===== config.mk =====
export PLATFORM = sky130hd
export DESIGN_NAME = dma_nested_chan
export DESIGN_NICKNAME = d
export VERILOG_FILES = /design/src/rtl/dma_chan_pkg.sv /design/src/rtl/dma_hold_buf.sv /design/src/rtl/dma_addr_reg.sv /design/src/rtl/dma_iter_ctr.sv /design/src/rtl/dma_nested_chan.sv
export SDC_FILE = /design/constraint.sdc
export NUM_CORES = 1
export LEC_CHECK = 0
export BUFFER_PORTS_ARGS = -buffer_cell sky130_fd_sc_hd__buf_4
export CAP_MARGIN = 15
export CORE_ASPECT_RATIO = 0.6
export CORE_MARGIN = 1.5
export CORE_UTILIZATION = 57
export CTS_CLUSTER_DIAMETER = 40
export CTS_CLUSTER_SIZE = 40
export DETAILED_ROUTE_END_ITERATION = 6
export GPL_TIMING_DRIVEN = 0
export HOLD_SLACK_MARGIN = 0.08
export MAX_ROUTING_LAYER = met4
export PLACE_DENSITY = 0.89
export REMOVE_ABC_BUFFERS = 1
export SYNTH_ARGS = -nofsm -noshare
export SYNTH_HDL_FRONTEND = slang
export SYNTH_SLANG_ARGS = --single-unit

===== constraint.sdc =====
create_clock -name clk -period 5 [get_ports clk]
set_clock_uncertainty 0.15 [all_clocks]
set_input_delay 0.5 -clock clk [delete_from_list [all_inputs] [get_ports clk]]
set_output_delay 0.5 -clock clk [all_outputs]
set_load 0.005 [all_outputs]

===== src/rtl/dma_chan_pkg.sv =====
package dma_chan_pkg;

   typedef enum logic [1:0] {
      ST_IDLE,
      ST_READ,
      ST_WRITE,
      ST_CLOSE
   } dma_state_e;

   localparam logic [3:0] REG_SRC_ADDR  = 4'd0;
   localparam logic [3:0] REG_DST_ADDR  = 4'd1;
   localparam logic [3:0] REG_SRC_STEP  = 4'd2;
   localparam logic [3:0] REG_DST_STEP  = 4'd3;
   localparam logic [3:0] REG_SIZES     = 4'd4;
   localparam logic [3:0] REG_MINOR_LEN = 4'd5;
   localparam logic [3:0] REG_MAJOR_CNT = 4'd6;
   localparam logic [3:0] REG_MINOR_ADJ = 4'd7;
   localparam logic [3:0] REG_ADJ_CTRL  = 4'd8;
   localparam logic [3:0] REG_SRC_LAST  = 4'd9;
   localparam logic [3:0] REG_DST_LAST  = 4'd10;
   localparam logic [3:0] REG_HW_TRIG   = 4'd11;

   function automatic logic [2:0] size_bytes(input logic [1:0] code);
      case (code)
         2'd0:    return 3'd1;
         2'd1:    return 3'd2;
         2'd2:    return 3'd4;
         default: return 3'd0;
      endcase
   endfunction

endpackage


===== src/rtl/dma_hold_buf.sv =====
module dma_hold_buf #(
   parameter int unsigned DEPTH = 8,
   localparam int unsigned LW = $clog2(DEPTH + 1)
) (
   input  logic          clk,
   input  logic          rst_n,
   input  logic          clear,
   input  logic          push,
   input  logic [2:0]    push_n,
   input  logic [31:0]   push_data,
   input  logic          pop,
   input  logic [2:0]    pop_n,
   output logic [31:0]   front,
   output logic [LW-1:0] level
);

   logic [7:0]    byte_q [DEPTH];
   logic [LW-1:0] lvl_q;

   always_ff @(posedge clk or negedge rst_n) begin
      if (!rst_n) begin
         lvl_q <= '0;
         for (int i = 0; i < int'(DEPTH); i++) byte_q[i] <= 8'h00;
      end else if (clear) begin
         lvl_q <= '0;
      end else if (push) begin
         for (int i = 0; i < 4; i++) begin
            if (i < int'(push_n) && int'(lvl_q) + i < int'(DEPTH))
               byte_q[int'(lvl_q) + i] <= push_data[8*i +: 8];
         end
         lvl_q <= lvl_q + LW'(push_n);
      end else if (pop) begin
         for (int i = 0; i < int'(DEPTH); i++) begin
            byte_q[i] <= (i + int'(pop_n) < int'(DEPTH)) ? byte_q[i + int'(pop_n)] : 8'h00;
         end
         lvl_q <= lvl_q - LW'(pop_n);
      end
   end

   for (genvar g = 0; g < 4; g++) begin : g_front
      assign front[8*g +: 8] = byte_q[g];
   end

   assign level = lvl_q;

   AST_BUF_NO_OVERFLOW: assert property (@(posedge clk) disable iff (!rst_n)
      push |-> (int'(lvl_q) + int'(push_n) <= int'(DEPTH)));
   AST_BUF_NO_UNDERFLOW: assert property (@(posedge clk) disable iff (!rst_n)
      pop |-> (int'(lvl_q) >= int'(pop_n)));

endmodule


===== src/rtl/dma_addr_reg.sv =====
module dma_addr_reg #(
   parameter int unsigned ADDR_W = 32
) (
   input  logic              clk,
   input  logic              rst_n,
   input  logic              load,
   input  logic [ADDR_W-1:0] load_val,
   input  logic              step_en,
   input  logic [ADDR_W-1:0] step,
   input  logic              adj_en,
   input  logic [ADDR_W-1:0] adj,
   output logic [ADDR_W-1:0] addr
);

   always_ff @(posedge clk or negedge rst_n) begin
      if (!rst_n)       addr <= '0;
      else if (load)    addr <= load_val;
      else if (step_en) addr <= addr + step;
      else if (adj_en)  addr <= addr + adj;
   end

endmodule


===== src/rtl/dma_iter_ctr.sv =====
module dma_iter_ctr #(
   parameter int unsigned CNT_W = 10
) (
   input  logic             clk,
   input  logic             rst_n,
   input  logic             load,
   input  logic [CNT_W-1:0] load_val,
   input  logic             dec,
   output logic [CNT_W-1:0] cur,
   output logic             last
);

   logic [CNT_W-1:0] beg_q;

   always_ff @(posedge clk or negedge rst_n) begin
      if (!rst_n) begin
         beg_q <= '0;
         cur   <= '0;
      end else if (load) begin
         beg_q <= load_val;
         cur   <= load_val;
      end else if (dec) begin
         cur <= last ? beg_q : cur - 1'b1;
      end
   end

   assign last = (cur == CNT_W'(1));

   AST_ITER_LIVE: assert property (@(posedge clk) disable iff (!rst_n)
      dec |-> (cur != '0));

endmodule


===== src/rtl/dma_nested_chan.sv =====
module dma_nested_chan
   import dma_chan_pkg::*;
#(
   parameter int unsigned ADDR_W        = 32,
   parameter int unsigned CNT_W         = 10,
   parameter int unsigned MB_W          = 12,
   parameter int unsigned LVL_W         = 8,
   parameter int unsigned BUF_BYTES     = 8,
   parameter bit          HAS_MINOR_ADJ = 1'b1
) (
   input  logic              clk,
   input  logic              rst_n,
   input  logic              cfg_we,
   input  logic [3:0]        cfg_addr,
   input  logic [31:0]       cfg_wdata,
   input  logic              sw_req,
   input  logic [LVL_W-1:0]  hw_level,
   output logic              mem_req,
   output logic              mem_we,
   output logic [ADDR_W-1:0] mem_addr,
   output logic [1:0]        mem_size,
   output logic [31:0]       mem_wdata,
   input  logic [31:0]       mem_rdata,
   input  logic              mem_ack,
   output logic              busy,
   output logic              done,
   output logic              cfg_err
);

   localparam int unsigned LEV_W = $clog2(BUF_BYTES + 1);

   if (BUF_BYTES < 8) begin : g_chk_buf
      $error("BUF_BYTES must hold two widest beats");
   end
   if (ADDR_W < 8 || ADDR_W > 32) begin : g_chk_addr
      $error("ADDR_W out of range");
   end
   if (MB_W < 3 || MB_W > 32 || CNT_W > 32 || LVL_W > 16) begin : g_chk_cnt
      $error("counter width out of range");
   end

   // descriptor storage
   logic [ADDR_W-1:0] src_step_q, dst_step_q, madj_q, slast_q, dlast_q;
   logic [1:0]        ss_code_q, ds_code_q;
   logic [MB_W-1:0]   mb_q;
   logic              madj_en_q;
   logic [LVL_W-1:0]  wm_q;
   logic              hw_en_q;

   always_ff @(posedge clk or negedge rst_n) begin
      if (!rst_n) begin
         src_step_q <= '0;
         dst_step_q <= '0;
         madj_q     <= '0;
         slast_q    <= '0;
         dlast_q    <= '0;
         ss_code_q  <= '0;
         ds_code_q  <= '0;
         mb_q       <= '0;
         madj_en_q  <= 1'b0;
         wm_q       <= '0;
         hw_en_q    <= 1'b0;
      end else if (cfg_we) begin
         case (cfg_addr)
            REG_SRC_STEP:  src_step_q <= cfg_wdata[ADDR_W-1:0];
            REG_DST_STEP:  dst_step_q <= cfg_wdata[ADDR_W-1:0];
            REG_SIZES: begin
               ss_code_q <= cfg_wdata[1:0];
               ds_code_q <= cfg_wdata[3:2];
            end
            REG_MINOR_LEN: mb_q      <= cfg_wdata[MB_W-1:0];
            REG_MINOR_ADJ: madj_q    <= cfg_wdata[ADDR_W-1:0];
            REG_ADJ_CTRL:  madj_en_q <= cfg_wdata[0];
            REG_SRC_LAST:  slast_q   <= cfg_wdata[ADDR_W-1:0];
            REG_DST_LAST:  dlast_q   <= cfg_wdata[ADDR_W-1:0];
            REG_HW_TRIG: begin
               wm_q    <= cfg_wdata[LVL_W-1:0];
               hw_en_q <= cfg_wdata[16];
            end
            default: ;
         endcase
      end
   end

   // control
   dma_state_e        st_q, st_d;
   logic [MB_W-1:0]   left_q;
   logic              pend_q, done_q, err_q;
   logic [2:0]        ss_b, ds_b;
   logic [CNT_W-1:0]  iter_cur;
   logic              iter_last;
   logic [LEV_W-1:0]  buf_lvl;
   logic              cfg_ok, hw_fire, go, accept, reject;
   logic              rd_done, wr_done, closing;
   logic [ADDR_W-1:0] src_addr, dst_addr, src_close_adj, dst_close_adj, minor_adj;

   assign ss_b    = size_bytes(ss_code_q);
   assign ds_b    = size_bytes(ds_code_q);
   assign cfg_ok  = (ss_b != 3'd0) && (ds_b != 3'd0) && (mb_q != '0) &&
                    ((mb_q & MB_W'(ss_b - 3'd1)) == '0) &&
                    ((mb_q & MB_W'(ds_b - 3'd1)) == '0) &&
                    (iter_cur != '0);
   assign hw_fire = hw_en_q && (hw_level > wm_q);
   assign go      = sw_req || pend_q || hw_fire;
   assign accept  = (st_q == ST_IDLE) && go && cfg_ok;
   assign reject  = (st_q == ST_IDLE) && go && !cfg_ok;
   assign rd_done = (st_q == ST_READ) && mem_ack;
   assign wr_done = (st_q == ST_WRITE) && mem_ack;
   assign closing = (st_q == ST_CLOSE);

   always_comb begin
      st_d = st_q;
      case (st_q)
         ST_IDLE:  if (accept) st_d = ST_READ;
         ST_READ: begin
            if (mem_ack)
               st_d = (int'(buf_lvl) + int'(ss_b) >= int'(ds_b)) ? ST_WRITE : ST_READ;
         end
         ST_WRITE: begin
            if (mem_ack) begin
               if (left_q == MB_W'(ds_b))
                  st_d = ST_CLOSE;
               else if (int'(buf_lvl) - int'(ds_b) >= int'(ds_b))
                  st_d = ST_WRITE;
               else
                  st_d = ST_READ;
            end
         end
         default:  st_d = ST_IDLE;
      endcase
   end

   always_ff @(posedge clk or negedge rst_n) begin
      if (!rst_n) begin
         st_q   <= ST_IDLE;
         left_q <= '0;
         pend_q <= 1'b0;
         done_q <= 1'b0;
         err_q  <= 1'b0;
      end else begin
         st_q <= st_d;
         if (accept)       left_q <= mb_q;
         else if (wr_done) left_q <= left_q - MB_W'(ds_b);
         if (st_q != ST_IDLE && sw_req)  pend_q <= 1'b1;
         else if (st_q == ST_IDLE && go) pend_q <= 1'b0;
         if (accept)                      done_q <= 1'b0;
         else if (closing && iter_last)   done_q <= 1'b1;
         if (cfg_we)      err_q <= 1'b0;
         else if (reject) err_q <= 1'b1;
      end
   end

   // minor-loop rewind variant
   if (HAS_MINOR_ADJ) begin : g_madj
      assign minor_adj = madj_en_q ? madj_q : '0;
   end else begin : g_no_madj
      assign minor_adj = '0;
   end

   assign src_close_adj = minor_adj + (iter_last ? slast_q : '0);
   assign dst_close_adj = iter_last ? dlast_q : '0;

   dma_addr_reg #(.ADDR_W(ADDR_W)) u_src (
      .clk      (clk),
      .rst_n    (rst_n),
      .load     (cfg_we && cfg_addr == REG_SRC_ADDR),
      .load_val (cfg_wdata[ADDR_W-1:0]),
      .step_en  (rd_done),
      .step     (src_step_q),
      .adj_en   (closing),
      .adj      (src_close_adj),
      .addr     (src_addr)
   );

   dma_addr_reg #(.ADDR_W(ADDR_W)) u_dst (
      .clk      (clk),
      .rst_n    (rst_n),
      .load     (cfg_we && cfg_addr == REG_DST_ADDR),
      .load_val (cfg_wdata[ADDR_W-1:0]),
      .step_en  (wr_done),
      .step     (dst_step_q),
      .adj_en   (closing),
      .adj      (dst_close_adj),
      .addr     (dst_addr)
   );

   dma_iter_ctr #(.CNT_W(CNT_W)) u_iter (
      .clk      (clk),
      .rst_n    (rst_n),
      .load     (cfg_we && cfg_addr == REG_MAJOR_CNT),
      .load_val (cfg_wdata[CNT_W-1:0]),
      .dec      (closing),
      .cur      (iter_cur),
      .last     (iter_last)
   );

   dma_hold_buf #(.DEPTH(BUF_BYTES)) u_buf (
      .clk       (clk),
      .rst_n     (rst_n),
      .clear     (accept),
      .push      (rd_done),
      .push_n    (ss_b),
      .push_data (mem_rdata),
      .pop       (wr_done),
      .pop_n     (ds_b),
      .front     (mem_wdata),
      .level     (buf_lvl)
   );

   assign mem_req  = (st_q == ST_READ) || (st_q == ST_WRITE);
   assign mem_we   = (st_q == ST_WRITE);
   assign mem_addr = (st_q == ST_WRITE) ? dst_addr : src_addr;
   assign mem_size = (st_q == ST_WRITE) ? ds_code_q : ss_code_q;
   assign busy     = (st_q != ST_IDLE);
   assign done     = done_q;
   assign cfg_err  = err_q;

   AST_REQ_HOLD: assert property (@(posedge clk) disable iff (!rst_n)
      (mem_req && !mem_ack) |=> (mem_req && $stable(mem_addr) && $stable(mem_we)));
   AST_DONE_NOT_BUSY: assert property (@(posedge clk) disable iff (!rst_n)
      done |-> !busy);
   AST_ERR_NO_ACCESS: assert property (@(posedge clk) disable iff (!rst_n)
      $rose(cfg_err) |-> !mem_req);
   AST_PEND_SERVED: assert property (@(posedge clk) disable iff (!rst_n)
      (closing && pend_q) |=> ##1 (busy || cfg_err));

endmodule


# After elaboration in Yosys (flattened, before gate mapping)
# Index checks and enable logic that the tools add are counted.
# op_classes
muxes,90
n_reduce_logical,59
n_bitwise,15
n_eq_ne,23
n_lt_le_gt_ge,35
addsub,23
# ops
cell,count
64-bit 2-to-1 mux,12
"32-bit by 4-bit greater-or-equal comparator with 1-bit output, second input constant",12
"32-bit by 5-bit < comparator with 1-bit output, second input constant",10
32-bit 2-to-1 mux,10
32-bit NOT,10
64-bit bitwise mux,4
8-bit 2-to-1 mux,28
8-bit binary-select mux with 3-bit select,8
32-bit adder,5
"32-bit by 1-bit < comparator with 1-bit output, second input constant",4
8-bit demux with 3-bit select,4
3-bit NOT with 32-bit output,1
4-bit NOT with 32-bit output,1
10-bit 2-to-1 mux,3
12-bit AND,2
1-bit logical AND,24
12-bit zero test,2
12-bit 2-to-1 mux,2
2-bit AND reduction,10
3-bit case mux with 3 select lines,2
"3-bit by 3-bit adder with 4-bit output, first input constant",4
"4-bit by 3-bit == test with 1-bit output, second input constant",4
"4-bit == test, second input constant",4
3-bit nonzero test,5
other kinds (39),74
# word_totals
regBits,355
wordCells,274

# Longest topological paths before layout
# depth
word_depth,21
ltp_mapped,21
depth_no_buf,18

# Modules after synthesis
# From an unflattened synthesis, not the netlist that was laid out.
# hier_totals
cells_unflattened,2894
hier_area_um2,28081.9
# by_module_without_submodules
mod,instances,area_each_um2,cells_per_inst
dma_nested_chan,1,11466.0,1028
dma_hold_buf,1,8489.4,912
dma_addr_reg,2,3485.8,421
dma_iter_ctr,1,1154.9,112

# Least setup slack after synthesis
# No wires, ideal clock.
# synth_path
path_kind,register to register
from,reg u_iter.cur[5]
to,reg u_src.addr[25]
path_buffers,3
stages_incl_launch_ff,22
required_ps,4714
setup_slack_ps,218
t_arrival_ps,4496
path_cell_list,dfrtp_1 -> or4_1 -> nor3_2 -> and3_1 -> buf_2 -> buf_2 -> buf_1 -> nand2_1 -> fa_1 -> inv_1 -> ha_1 -> inv_1 -> fa_1 -> nand2b_1 -> a21oi_1 -> o31ai_1 -> a211oi_1 -> o21ai_1 -> o21ai_0 -> xnor2_1 -> a2bb2oi_1 -> o21ai_0
# synth_via
elab_chain_len,7
# synth_lines
element,line_no,source
"start, declared",dma_iter_ctr.sv:9,"output logic [CNT_W-1:0] cur,"
"start signal, assigned",dma_iter_ctr.sv:21,cur <= load_val;
"start signal, assigned",dma_iter_ctr.sv:23,cur <= last ? beg_q : cur - 1'b1;
10-bit by 1-bit == test with 1-bit output,dma_iter_ctr.sv:27,assign last = (cur == CNT_W'(1));
32-bit 2-to-1 mux,dma_nested_chan.sv:160,assign src_close_adj = minor_adj + (iter_last ? slast_q : '0);
32-bit adder,dma_nested_chan.sv:160,
32-bit adder,dma_addr_reg.sv:19,else if (adj_en) addr <= addr + adj;
32-bit 2-to-1 mux,dma_addr_reg.sv:19,
32-bit 2-to-1 mux,dma_addr_reg.sv:18,else if (step_en) addr <= addr + step;
32-bit 2-to-1 mux,dma_addr_reg.sv:17,else if (load) addr <= load_val;
"end signal, assigned",dma_addr_reg.sv:17,
"end signal, assigned",dma_addr_reg.sv:18,
"end signal, assigned",dma_addr_reg.sv:19,
"end, declared",dma_addr_reg.sv:12,output logic [ADDR_W-1:0] addr
# Every way passes these cells. The select of a mux whose other input is x is not followed.
# A chain may end at the register's enable or synchronous reset.

# Final worst setup path
# layout_path
from,reg u_iter.cur[4]
to,reg u_src.addr[30]
# The elaborated chain is that of the path after synthesis.

==> results.cfg <==
[synth]
ys_warn_count = 0
synth_top_area_cell = dfrtp_1
synth_area_per_cell_um2 = 8.671
ys_seq_area_frac = 0.3164
synth_area_um2 = 28080
ys_ff_latch = 355
synth_edf_count = 0
synth_flop_cell = dfrtp_1
synth_cell_types = 90
syn-instance-count = 3238
yosysTopAreaCellShare = 0.3164
ys_top_cells_by_area = dfrtp_1, mux2_2, nand2_1
async_flop_share = 1.000

[flow_run]
maxCapViolCount = 0

[worst_setup_path]
path_cells = or4_4, nor3_4, and3_4, clkbuf_16, nand2_4, fa_2, inv_1, ha_1, a21o_1, a31oi_4, a31oi_4, a221o_2, a21oi_4, nor3_1, o22ai_1, mux2i_1, o2bb2ai_1
criticalPathCategory = reg2reg
crit_required_ps = 5340
end_kind = flip-flop
critPathMaxFanout = 6
critPathMaxStageDelay_ps = 580
worstPathArrival_ps = 5450
cp_slowest_cell = or4_4
crit_path_start_kind = flip-flop
path_common_cell = a31oi_4

[detailed_routing]
drt_first_pass_iters = 7
wl_per_cell_um = 23.98
via_count = 26313
ant_nets = 0
viasPerCell = 6.723
drc_errors = 4
drt-initial-drc-count = 3745
drt-total-wl_um = 93850

[die]
io_pins = 152
die_area_um2 = 50640
die_w_um = 289.5
placementRows = 62
die_h_um = 174.9
core-area_um2 = 48250
initial_core_util = 0.5819

[timing]
slew_viol_final = 0
setup_viol = 7
fin_crit_ps = 5112
rsz0062_at_grt = yes
worst_hold_slack_ps = 99.81
setup_slack_ps = -112.3
timing.final.crit_share = 1.022
hold_violations = 0
worst_pin_slew_ps = 1353
max_slew_margin = 0.09465
fmax_ghz = 0.1956

[clock_tree]
clk_latency_ps = 590
cts_max_level = 2
cts_root_buffer = clkbuf_16
cts_tree = done
clock_sinks = 355
cts_buffers = 41
clock_path_buffers = 3
path_clk_slew_ps = 90

[grt]
antenna_found_initial = 6
grt_pass1_wl_um = 138000
grt_usage = 0.3613
first_global_vias = 24135
grt_overflow = 0
grt_max_degree = 114

[finish]
final_cell_area_um2 = 31680
fill_cells = 3700
area_growth_pct = 12.83
nNetsFinal = 3498
final_cell_mix = nand2_1, dfrtp_1, o21ai_0
post_route_cells_drive_above_1_share = 0.1991
final_common_cell = nand2_1

[placed_design]
gp_congestion = 1.015
place_area_um2 = 29510
dp_hpwl_um = 64470
numPortBuffers = 151

[power]
ir_drop_mv = 0.3804
p_leak_nw = 13.99
power_density_nw_per_um2 = 552.2

[outcome]
status = complete, but fails checks
violations = DRC, setup timing

[worst_hold_path]
hold_path_class = in2reg
==> sequential cells by signal, indices dropped and copies added (netlist names), 2 cells and up <==
name,cells
u_dst.addr,32
left_q,12
u_src.addr,32
ss_code_q,2
dst_step_q,32
ds_code_q,2
u_buf.front,32
u_iter.beg_q,10
dlast_q,32
u_buf.level,4
wm_q,8
madj_q,32
u_iter.cur,10
src_step_q,32
mb_q,12
slast_q,32
u_buf.byte_q,32
st_q,2
==> logic make-up (layout without fill, tap and decap cells) <==
kind of cell / Yosys count / count (layout) / share of synthesized area
buffers and inverters: 413 / 444 / 0.06270
and+or+nand+nor: 978 / 978 / 0.1500
adders and majority gates: 181 / 181 / 0.09082
xor gates and xnor gates: 91 / 91 / 0.02839
muxes: 362 / 362 / 0.1604
AOI/OAI and AO/OA: 858 / 858 / 0.1914
other: 0 / 5 / 0
DFF: 355 / 355 / 0.3164
==> cells in the mapped netlist, drive strengths merged, types with 6 or more instances <==
cell type	number
a2111oi	7
a211oi	26
a21o	50
a21oi	235
a311oi	57
a31oi	31
and2	16
and3	14
buf	106
clkbuf	154
dfrtp	355
fa	38
ha	143
inv	153
mux2	223
mux2i	91
mux4	48
nand2	500
nand2b	19
nand3	88
nand4	12
nor2	242
nor2b	9
nor3	31
nor4	8
o211ai	62
o21a	20
o21ai	282
o21bai	9
o22ai	14
o31ai	13
or2	7
or3	6
xnor2	49
xor2	42
==> stage by stage <==
step                      setup TNS, ps  std cells  power, mW  setup slack (ps)    util
after CTS                        -8.822       3879      16.81            -8.822  0.6450
after global routing              -1849       3914      18.44            -193.8  0.6566
after detailed placement         -10080       3795      13.52            -940.3  0.6116
after floorplan                  -29010       2978      10.59            -607.0       -
final                            -353.3       3914      17.50            -112.3  0.6566
after global placement          -326460       3769      13.06             -3706  0.5974
==> what timing repair did <==
item,CTS,global route
endpoints found under the hold margin,70,0
buffers inserted,0,23
hold buffers,7,0
endpoints found under the setup margin,33,25
pin swaps,1,25
resized for setup,19,61
gates cloned,1,2
==> critical path: cells and delay by family (launching register included) <==
family,cells,cell delay [ps]
compound gates,7,1720
simple gates,5,1320
fa+ha+maj,2,850
flops,1,430
buf+inv,2,270
mux,1,270
==> report_power, final <==
| part | leakage [nW] | switching [mW] | internal, mW |
|---|---|---|---|
| logic | 8.88 | 5.71 | 3.91 |
| clock network | 0.696 | 1.43 | 1.75 |
| registers | 4.42 | 0.921 | 3.77 |
| total | 14.0 | 8.06 | 9.44 |
==> area by class of cell <==
cell class,count,area [um^2],area share
sequential,355,8885,0.2805
tap,640,800.8,0.02528
antenna,5,12.51,0.0003949
multi-input combinational,2470,17880,0.5643
clock inverter,25,266.5,0.008412
timing repair buffer,215,2120,0.06690
clock buffer,51,1146,0.03618
inverter,153,574.3,0.01813
==> worst paths after layout <==
kind,startpoint,end,slack (ps),depth (start not counted)
max reg2reg,u_iter.cur[4],u_src.addr[30],-110,17
min in group asynchronous,rst_n,dst_step_q[7],270,2
max in group asynchronous,rst_n,u_buf.front[0],2990,4
min,cfg_wdata[9],u_iter.beg_q[9],100,3
max,u_iter.cur[4],u_src.addr[30],-110,17
min reg2reg,u_iter.beg_q[7],u_iter.beg_q[7],330,2
==> per-layer routing <==
layer | global-route usage | wire, um | part of all wire
met3 | 0.1208 | 15590 | 0.17
met2 | 0.4681 | 37040 | 0.39
met5 | - | 0 | 0
met4 | 0.08808 | 2775 | 0.030
met1 | 0.5341 | 38450 | 0.41
Power figures use the tool's default switching activity.
